==> config.mk <==
export PLATFORM = sky130hd
export DESIGN_NAME = i2c_ptr_slave
export DESIGN_NICKNAME = d
export VERILOG_FILES = /design/src/rtl/i2c_ptr_slave.sv
export SDC_FILE = /design/constraint.sdc
export NUM_CORES = 1
export LEC_CHECK = 0
export ABC_CLOCK_PERIOD_IN_PS = 2300
export BUFFER_PORTS_ARGS = -buffer_cell sky130_fd_sc_hd__buf_2
export CORE_MARGIN = 2
export CORE_UTILIZATION = 35
export CTS_CLUSTER_SIZE = 10
export DETAILED_ROUTE_END_ITERATION = 16
export SKIP_CTS_REPAIR_TIMING = 1
export SYNTH_ARGS = -nofsm -noshare
export SYNTH_HDL_FRONTEND = slang
export SYNTH_SLANG_ARGS = --single-unit
export TNS_END_PERCENT = 1
==> constraint.sdc <==
create_clock -name clk -period 2.3 [get_ports clk]
set_clock_uncertainty 0.05 [all_clocks]
set_input_delay 0 -clock clk [delete_from_list [all_inputs] [get_ports clk]]
set_output_delay 0 -clock clk [all_outputs]
set_load 0.005 [all_outputs]
==> src/rtl/i2c_ptr_slave.sv <==
module i2c_ptr_slave #(
  parameter logic [6:0] DEV_ADDR = 7'h0D,
  parameter int PTR_W = 4
) (
  input  logic             clk,
  input  logic             rst_n,
  input  logic             scl_i,
  input  logic             sda_i,
  output logic             sda_oe,
  output logic [PTR_W-1:0] reg_addr,
  output logic             reg_we,
  output logic [7:0]       reg_wdata,
  input  logic [7:0]       reg_rdata
);

  typedef enum logic [2:0] {S_IDLE, S_ADDR, S_CMD, S_WDATA, S_RDATA, S_SKIP} st_t;

  logic [2:0]       scl_q, sda_q;
  st_t              st;
  logic [3:0]       bitcnt;
  logic             in_ack, nack;
  logic [7:0]       rx, tx;
  logic [PTR_W-1:0] ptr;

  wire scl   = scl_q[1];
  wire scl_d = scl_q[2];
  wire sda   = sda_q[1];
  wire sda_d = sda_q[2];

  wire start_c = scl & scl_d & sda_d & ~sda;
  wire stop_c  = scl & scl_d & ~sda_d & sda;
  wire rise    = scl & ~scl_d;
  wire fall    = ~scl & scl_d;
  wire active  = (st != S_IDLE) && (st != S_SKIP);

  assign reg_addr = ptr;

  always_ff @(posedge clk) begin
    if (!rst_n) begin
      scl_q <= 3'b111;
      sda_q <= 3'b111;
    end else begin
      scl_q <= {scl_q[1:0], scl_i};
      sda_q <= {sda_q[1:0], sda_i};
    end
  end

  always_ff @(posedge clk) begin
    if (!rst_n) begin
      st        <= S_IDLE;
      bitcnt    <= '0;
      in_ack    <= 1'b0;
      nack      <= 1'b0;
      rx        <= '0;
      tx        <= '0;
      ptr       <= '0;
      sda_oe    <= 1'b0;
      reg_we    <= 1'b0;
      reg_wdata <= '0;
    end else begin
      reg_we <= 1'b0;
      if (reg_we) ptr <= ptr + 1'b1;

      if (start_c) begin
        st     <= S_ADDR;
        bitcnt <= '0;
        in_ack <= 1'b0;
        sda_oe <= 1'b0;
      end else if (stop_c) begin
        st     <= S_IDLE;
        bitcnt <= '0;
        in_ack <= 1'b0;
        sda_oe <= 1'b0;
      end else if (active) begin
        if (rise) begin
          if (in_ack) nack <= sda;
          else if (bitcnt < 4'd8) begin
            rx     <= {rx[6:0], sda};
            bitcnt <= bitcnt + 4'd1;
          end
        end else if (fall) begin
          if (in_ack) begin
            in_ack <= 1'b0;
            bitcnt <= '0;
            sda_oe <= 1'b0;
            if (st == S_RDATA) begin
              if (nack) st <= S_SKIP;
              else begin
                tx     <= reg_rdata;
                sda_oe <= ~reg_rdata[7];
              end
            end
          end else if (bitcnt == 4'd8) begin
            in_ack <= 1'b1;
            case (st)
              S_ADDR:
                if (rx[7:1] == DEV_ADDR) begin
                  sda_oe <= 1'b1;
                  st     <= rx[0] ? S_RDATA : S_CMD;
                end else st <= S_SKIP;
              S_CMD: begin
                sda_oe <= 1'b1;
                ptr    <= rx[PTR_W-1:0];
                st     <= S_WDATA;
              end
              S_WDATA: begin
                sda_oe    <= 1'b1;
                reg_we    <= 1'b1;
                reg_wdata <= rx;
              end
              S_RDATA: begin
                sda_oe <= 1'b0;
                ptr    <= ptr + 1'b1;
              end
              default: sda_oe <= 1'b0;
            endcase
          end else if (st == S_RDATA) begin
            tx     <= {tx[6:0], 1'b0};
            sda_oe <= ~tx[6];
          end
        end
      end
    end
  end

endmodule

# After elaboration in Yosys (flattened, before gate mapping)
# Cells that the tools add are included.
dict set report totals {
  ff_bits 44
  out_inout_bits 14
  inputBits 12
}
dict set report op_classes {
  bitwise_logic 21
  magnitude_cmp 1
  n_mux 41
  eq_ne 17
  n_reduce_logical 23
  add_sub_neg 2
}
# op n
set ops {}
lappend ops {{4-bit two-way mux} 13}
lappend ops {{7-bit two-way mux} 5}
lappend ops {{3-bit two-way mux} 6}
lappend ops {{8-bit AND reduction} 2}
lappend ops {{5-bit AND reduction} 3}
lappend ops {{3-bit nonzero test} 5}
lappend ops {{1-bit two-way mux} 14}
lappend ops {{1-bit NOT} 14}
lappend ops {{7-bit AND reduction} 2}
lappend ops {{4-bit by 1-bit adder with 4-bit output, second input constant} 2}
lappend ops {{4-bit by 1-bit != test with 1-bit output, second input constant} 2}
lappend ops {{4-bit case mux with 2 select lines} 1}
lappend ops {{8-bit OR reduction} 1}
lappend ops {{1-bit AND} 7}
lappend ops {{7-bit by 4-bit equality test with 1-bit output, second input constant} 1}
lappend ops {{3-bit by 2-bit equality test with 1-bit output, second input constant} 2}
lappend ops {{2-bit by 1-bit != test with 1-bit output, second input constant} 3}
lappend ops {{2-bit != test, second input constant} 3}
lappend ops {{3-bit != test, second input constant} 2}
lappend ops {{3-bit case mux with 2 select lines} 1}
lappend ops {{6-bit AND reduction} 1}
lappend ops {{2-bit nonzero test} 3}
lappend ops {{5-bit nonzero test} 1}
lappend ops {{4-bit equality test, second input constant} 1}
lappend ops {{10 further kinds} 10}

# Logic depth before layout (Yosys ltp)
dict set report logic_depth {
  word_depth 10
  depth_mapped 7
  mapped_depth_nobuf 7
}

# Worst setup path after synthesis
# Ideal clock, no wire load.
dict set report synth_timing {
  path_type {register to register}
  startpoint {register bitcnt[0]}
  endpoint {register st[2]}
  t_arrival_ns 1.611
  setup_time_ns 0.119
  path_slack_ns 0.520
  path_buffers 1
  stages_incl_launch_ff 8
  period_less_slack_ns 1.780
  required_ns 2.131
  path_cell_list {dfxtp_1 > inv_1 > ha_1 > nand3b_1 > clkbuf_1 > o22ai_1 > and2_1 > o221a_2}
}
dict set report synth_between {
  elab_chain_len 3
}
# item line_no
set synth_lines {}
lappend synth_lines {{from (decl)} 20} ;# logic [3:0] bitcnt;
lappend synth_lines {{from (signal assigned)} 79} ;# bitcnt <= bitcnt + 4'd1;
lappend synth_lines {{4-bit equality test} 93} ;# end else if (bitcnt == 4'd8) begin
lappend synth_lines {{2-bit nonzero test (no source line)} --}
lappend synth_lines {{7-bit AND reduction (no source line)} --}
lappend synth_lines {{to (signal assigned)} 99} ;# st <= rx[0] ? S_RDATA : S_CMD;
lappend synth_lines {{to (decl)} 19} ;# st_t st;
# No other way between the ends.
# A chain may end at the register's enable or synchronous reset.

# Worst setup path after layout
dict set report layout_timing {
  startpoint {register st[2]}
  endpoint {register tx[6]}
}
dict set report layout_between {
  elab_chain_len 3
}
# item line_no
set layout_lines {}
lappend layout_lines {{3-bit != test / 3-bit nonzero test (equally long branches)} 34} ;# wire active = (st != S_IDLE) && (st != S_SKIP);
lappend layout_lines {{1-bit logical AND} 34}
lappend layout_lines {{8-bit AND reduction (no source line) *} --}
lappend layout_lines {{to (signal assigned)} 89} ;# tx <= reg_rdata;
lappend layout_lines {{to (signal assigned)} 118} ;# tx <= {tx[6:0], 1'b0};
lappend layout_lines {{to (decl)} 22} ;# logic [7:0] rx, tx;
# Every way passes the cells marked *; elsewhere a longest branch is shown, timed or not.

==> out/metrics.csv <==
stage,metric,value,unit
cts,Clock H-tree levels,2,
place,routability cong.,0.798,
status,failing checks,hold timing,
yosys,"EDFF count, synth",0,
timing,setup TNS,0,ps
power_and_ir_drop,Gate power share,4.4,%
floorplanning,Core Box Area,0.00628,mm2
yosys,sequential-to-total area share from yosys stat,39.4,%
power_and_ir_drop,internal power,0.00115,W
detailed_routing,vias,1806,
detailed_routing,Remaining DRCs,0,
yosys,"top cells by area, synth","dfxtp_1 39%, mux2i_1 12%, nand2_1 5.2%",
timing,period utilization,88.0,%
timing,final setup vio count,0,
status,status,"complete, but fails checks",
worst_setup_path,Worst Path Required,2470,ps
run,Max Cap Viol,0,
yosys,Post-Syn Instances,239,
yosys,Yosys top cell by area,dfxtp_1,
place,port buffer count,25,
worst_setup_path,slowest CP cell,dfxtp_1,
global_routing,largest net degree at the start of global routing,39,
yosys,Yosys warning count,0,
yosys,dominant synthesized flop cell,dfxtp_1,
timing,Worst-Margin Slew,607,ps
worst_setup_path,CP Capture Type,flip-flop,
worst_setup_path,Bufs and invs on worst path,0,
detailed_routing,first drt pass iteration count,4,
power_and_ir_drop,Max VDD drop,402,uV
worst_setup_path,Crit Path Max Fanout,14,
worst_setup_path,Top delay family on crit path,compound AO/OA/AOI/OAI gates,
finish,ANT cells,0,
finish,layout cell share with drive strength beyond 1,18.8,%
detailed_routing,ANT nets after route,0,
worst_hold_path,HP Class,input pin to flip-flop,
power_and_ir_drop,Sw Share,21.7,%
cts,Sink Count,44,
power_and_ir_drop,Seq pwr share,52.8,%
timing,Final Hold Viols,2,
power_and_ir_drop,Leak,1.07,nW
finish,Layout Area Growth over Synthesis,17.4,%
yosys,Mapped Nets,257,
cts,CTS tree,yes,
floorplanning,FP Rows,29,
detailed_routing,drt via density,5.19,
place,post-DP HPWL,3.48,mm
floorplanning,Starting Density,35.7,%
cts,CTS max path bufs,2,
detailed_routing,initial drt markers,104,
timing,min Tclk post-route,2020,ps
yosys,Post-Syn Area,0.00224,mm2
global_routing,initial antenna violation count,0,
power_and_ir_drop,Clock power frac,42.8,%
detailed_routing,Routed WL,4.82,mm
power_and_ir_drop,Psw,0.000319,W
power_and_ir_drop,Overall Power,0.00147,W
cts,worst-skew pair later-pin latency,300,ps
floorplanning,die width,84.0,um
yosys,Netlist cell types,52,
worst_setup_path,Setup crit start kind,flip-flop,
timing,Rel. slew slack,59.5,%
finish,final net count,288,
power_and_ir_drop,PD cells,559,mW/mm2
cts,total CTS buffers,5,
timing,WHS,-6.48,ps
floorplanning,DIE AREA,0.00705,mm2
global_routing,GR Overflow Total,0,
worst_setup_path,crit path kind,flip-flop to flip-flop,
worst_setup_path,"Cell Chain, Critical Path",nor3b_1 -> o2111a_1 -> nor2_1 -> a211oi_1,
detailed_routing,WL/cell,13.8,um
global_routing,vias in the first global route,1707,
yosys,Yosys top cell area share,39.4,%
cts,clk root buf,clkbuf_8,
global_routing,GRT Total Usage,14.5,%
timing,final slew viol count,0,
yosys,Synth Area per Inst,9.37,um2
worst_setup_path,CP Data Arrival Time,2190,ps
timing,Max Clk Rate,494,MHz
timing,RSZ-0062 raised after global routing,no,
yosys,"FF+latch count, synth",44,
yosys,Async SR Flop Fraction,0,%
floorplanning,Ports,26,
cts,"Clk pin slew, worst setup/hold paths",80,ps
floorplanning,Die Y,84.0,um
global_routing,first-pass GRT wire length,8.29,mm
worst_setup_path,Crit path largest cell delay,620,ps
-- worst reg2reg max path, delay by kind of cell (launching register included) --
kind | cells | cell delay [ps]
flip-flops | 1 | 620
AND/OR/NAND/NOR | 2 | 520
AO/OA/AOI/OAI | 2 | 760
-- sequential cells by signal, indices dropped and copies added, names as in the netlist, 3 cells and up --
name       count
reg_wdata      8
rx             8
tx             7
bitcnt         4
reg_addr       4
scl_q          3
sda_q          3
st             3
-- path summary, 6_finish.rpt --
kind | startpoint | endpoint | slack, ps | cells after the start
max | st[2] | tx[6] | 280 | 4
min | reg_rdata[4] | tx[4] | -6 | 4
max reg2reg | st[2] | tx[6] | 280 | 4
min reg2reg | sda_q[0] | sda_q[1] | 360 | 1
-- logic make-up after synthesis --
family | synth area share, %
fa+ha+maj | 3.35
simple gates | 23.1
mux | 12.1
compound gates | 15.3
flops | 39.4
xor+xnor | 3.47
buf+inv | 3.35
-- synthesized netlist by cell type (2+ instances only) --
cell,n
dfxtp_1,44
nor4_1,6
nand2b_1,11
or3b_2,2
mux2i_1,27
clkbuf_1,8
nand3_1,4
o21ai_0,2
nor2b_1,9
buf_2,3
inv_1,6
ha_1,6
nor3b_1,3
nand3b_1,4
nand2_1,31
nand4b_1,3
xor2_1,3
o221a_2,2
buf_1,2
a22oi_1,2
xnor2_1,4
nor3_1,3
a21oi_1,6
o21a_1,4
nor2_1,8
a211oi_1,4
o211a_1,5
o221ai_1,3
-- stage by stage --
stage / utilization (%) / worst slack, ps / std cells / hold slack, ps / area, um2
2_1_floorplan: - / 520 / 239 / 51.5 / 2240
4_1_cts: 41.2 / 260 / 344 / -183 / 2590
3_5_place_dp: 39.3 / 289 / 336 / 140 / 2470
3_3_place_gp: 39.3 / 361 / 336 / 139 / 2470
5_1_grt: 41.9 / 86.5 / 348 / 26.8 / 2630
6_report: 41.9 / 276 / 348 / -6.48 / 2630
-- per-layer routing --
metal | up-vias | GRT usage (%) | routed length, um
li1 | 920 | - | -
met3 | 6 | 3.26 | 194
met2 | 36 | 23.9 | 2350
met5 | - | 0 | 0
met1 | 844 | 18.7 | 2210
met4 | 0 | 4.84 | 61
-- power groups by stage --
stage | combinational, W | clock (W) | sequential (W)
finish | 0.0000645 | 0.000629 | 0.000776
global route | 0.0000726 | 0.000675 | 0.000777
CTS | 0.0000600 | 0.000648 | 0.000776
detailed placement | 0.0000598 | 0 | 0.000794
global placement | 0.0000598 | 0 | 0.000793
floorplan | 0.0000441 | 0 | 0.000789
-- layout make-up --
cell class                 instances  area (um2)
tap                               77        96.3
fill                             646        3650
inverter                           6        22.5
clock inverter                     2        38.8
multi-input combinational        176        1280
clock buffer                       6        82.6
timing repair buffer              37         225
sequential                        44         881
-- layout by cell type (no fill, tap or decap), types with 4 or more instances in the layout --
cell	count
ha_1	6
dfxtp_1	44
mux2i_1	27
clkbuf_8	6
nor4_1	6
inv_1	6
buf_2	25
a211oi_1	4
dlygate4sd3_1	4
a21oi_1	6
o21a_1	4
buf_4	8
o211a_1	5
xnor2_1	4
nand3_1	4
nor2_1	8
nand2b_1	11
nor2b_1	9
nand3b_1	4
nand2_1	31
No activity file was read; power rests on OpenSTA's default activity.
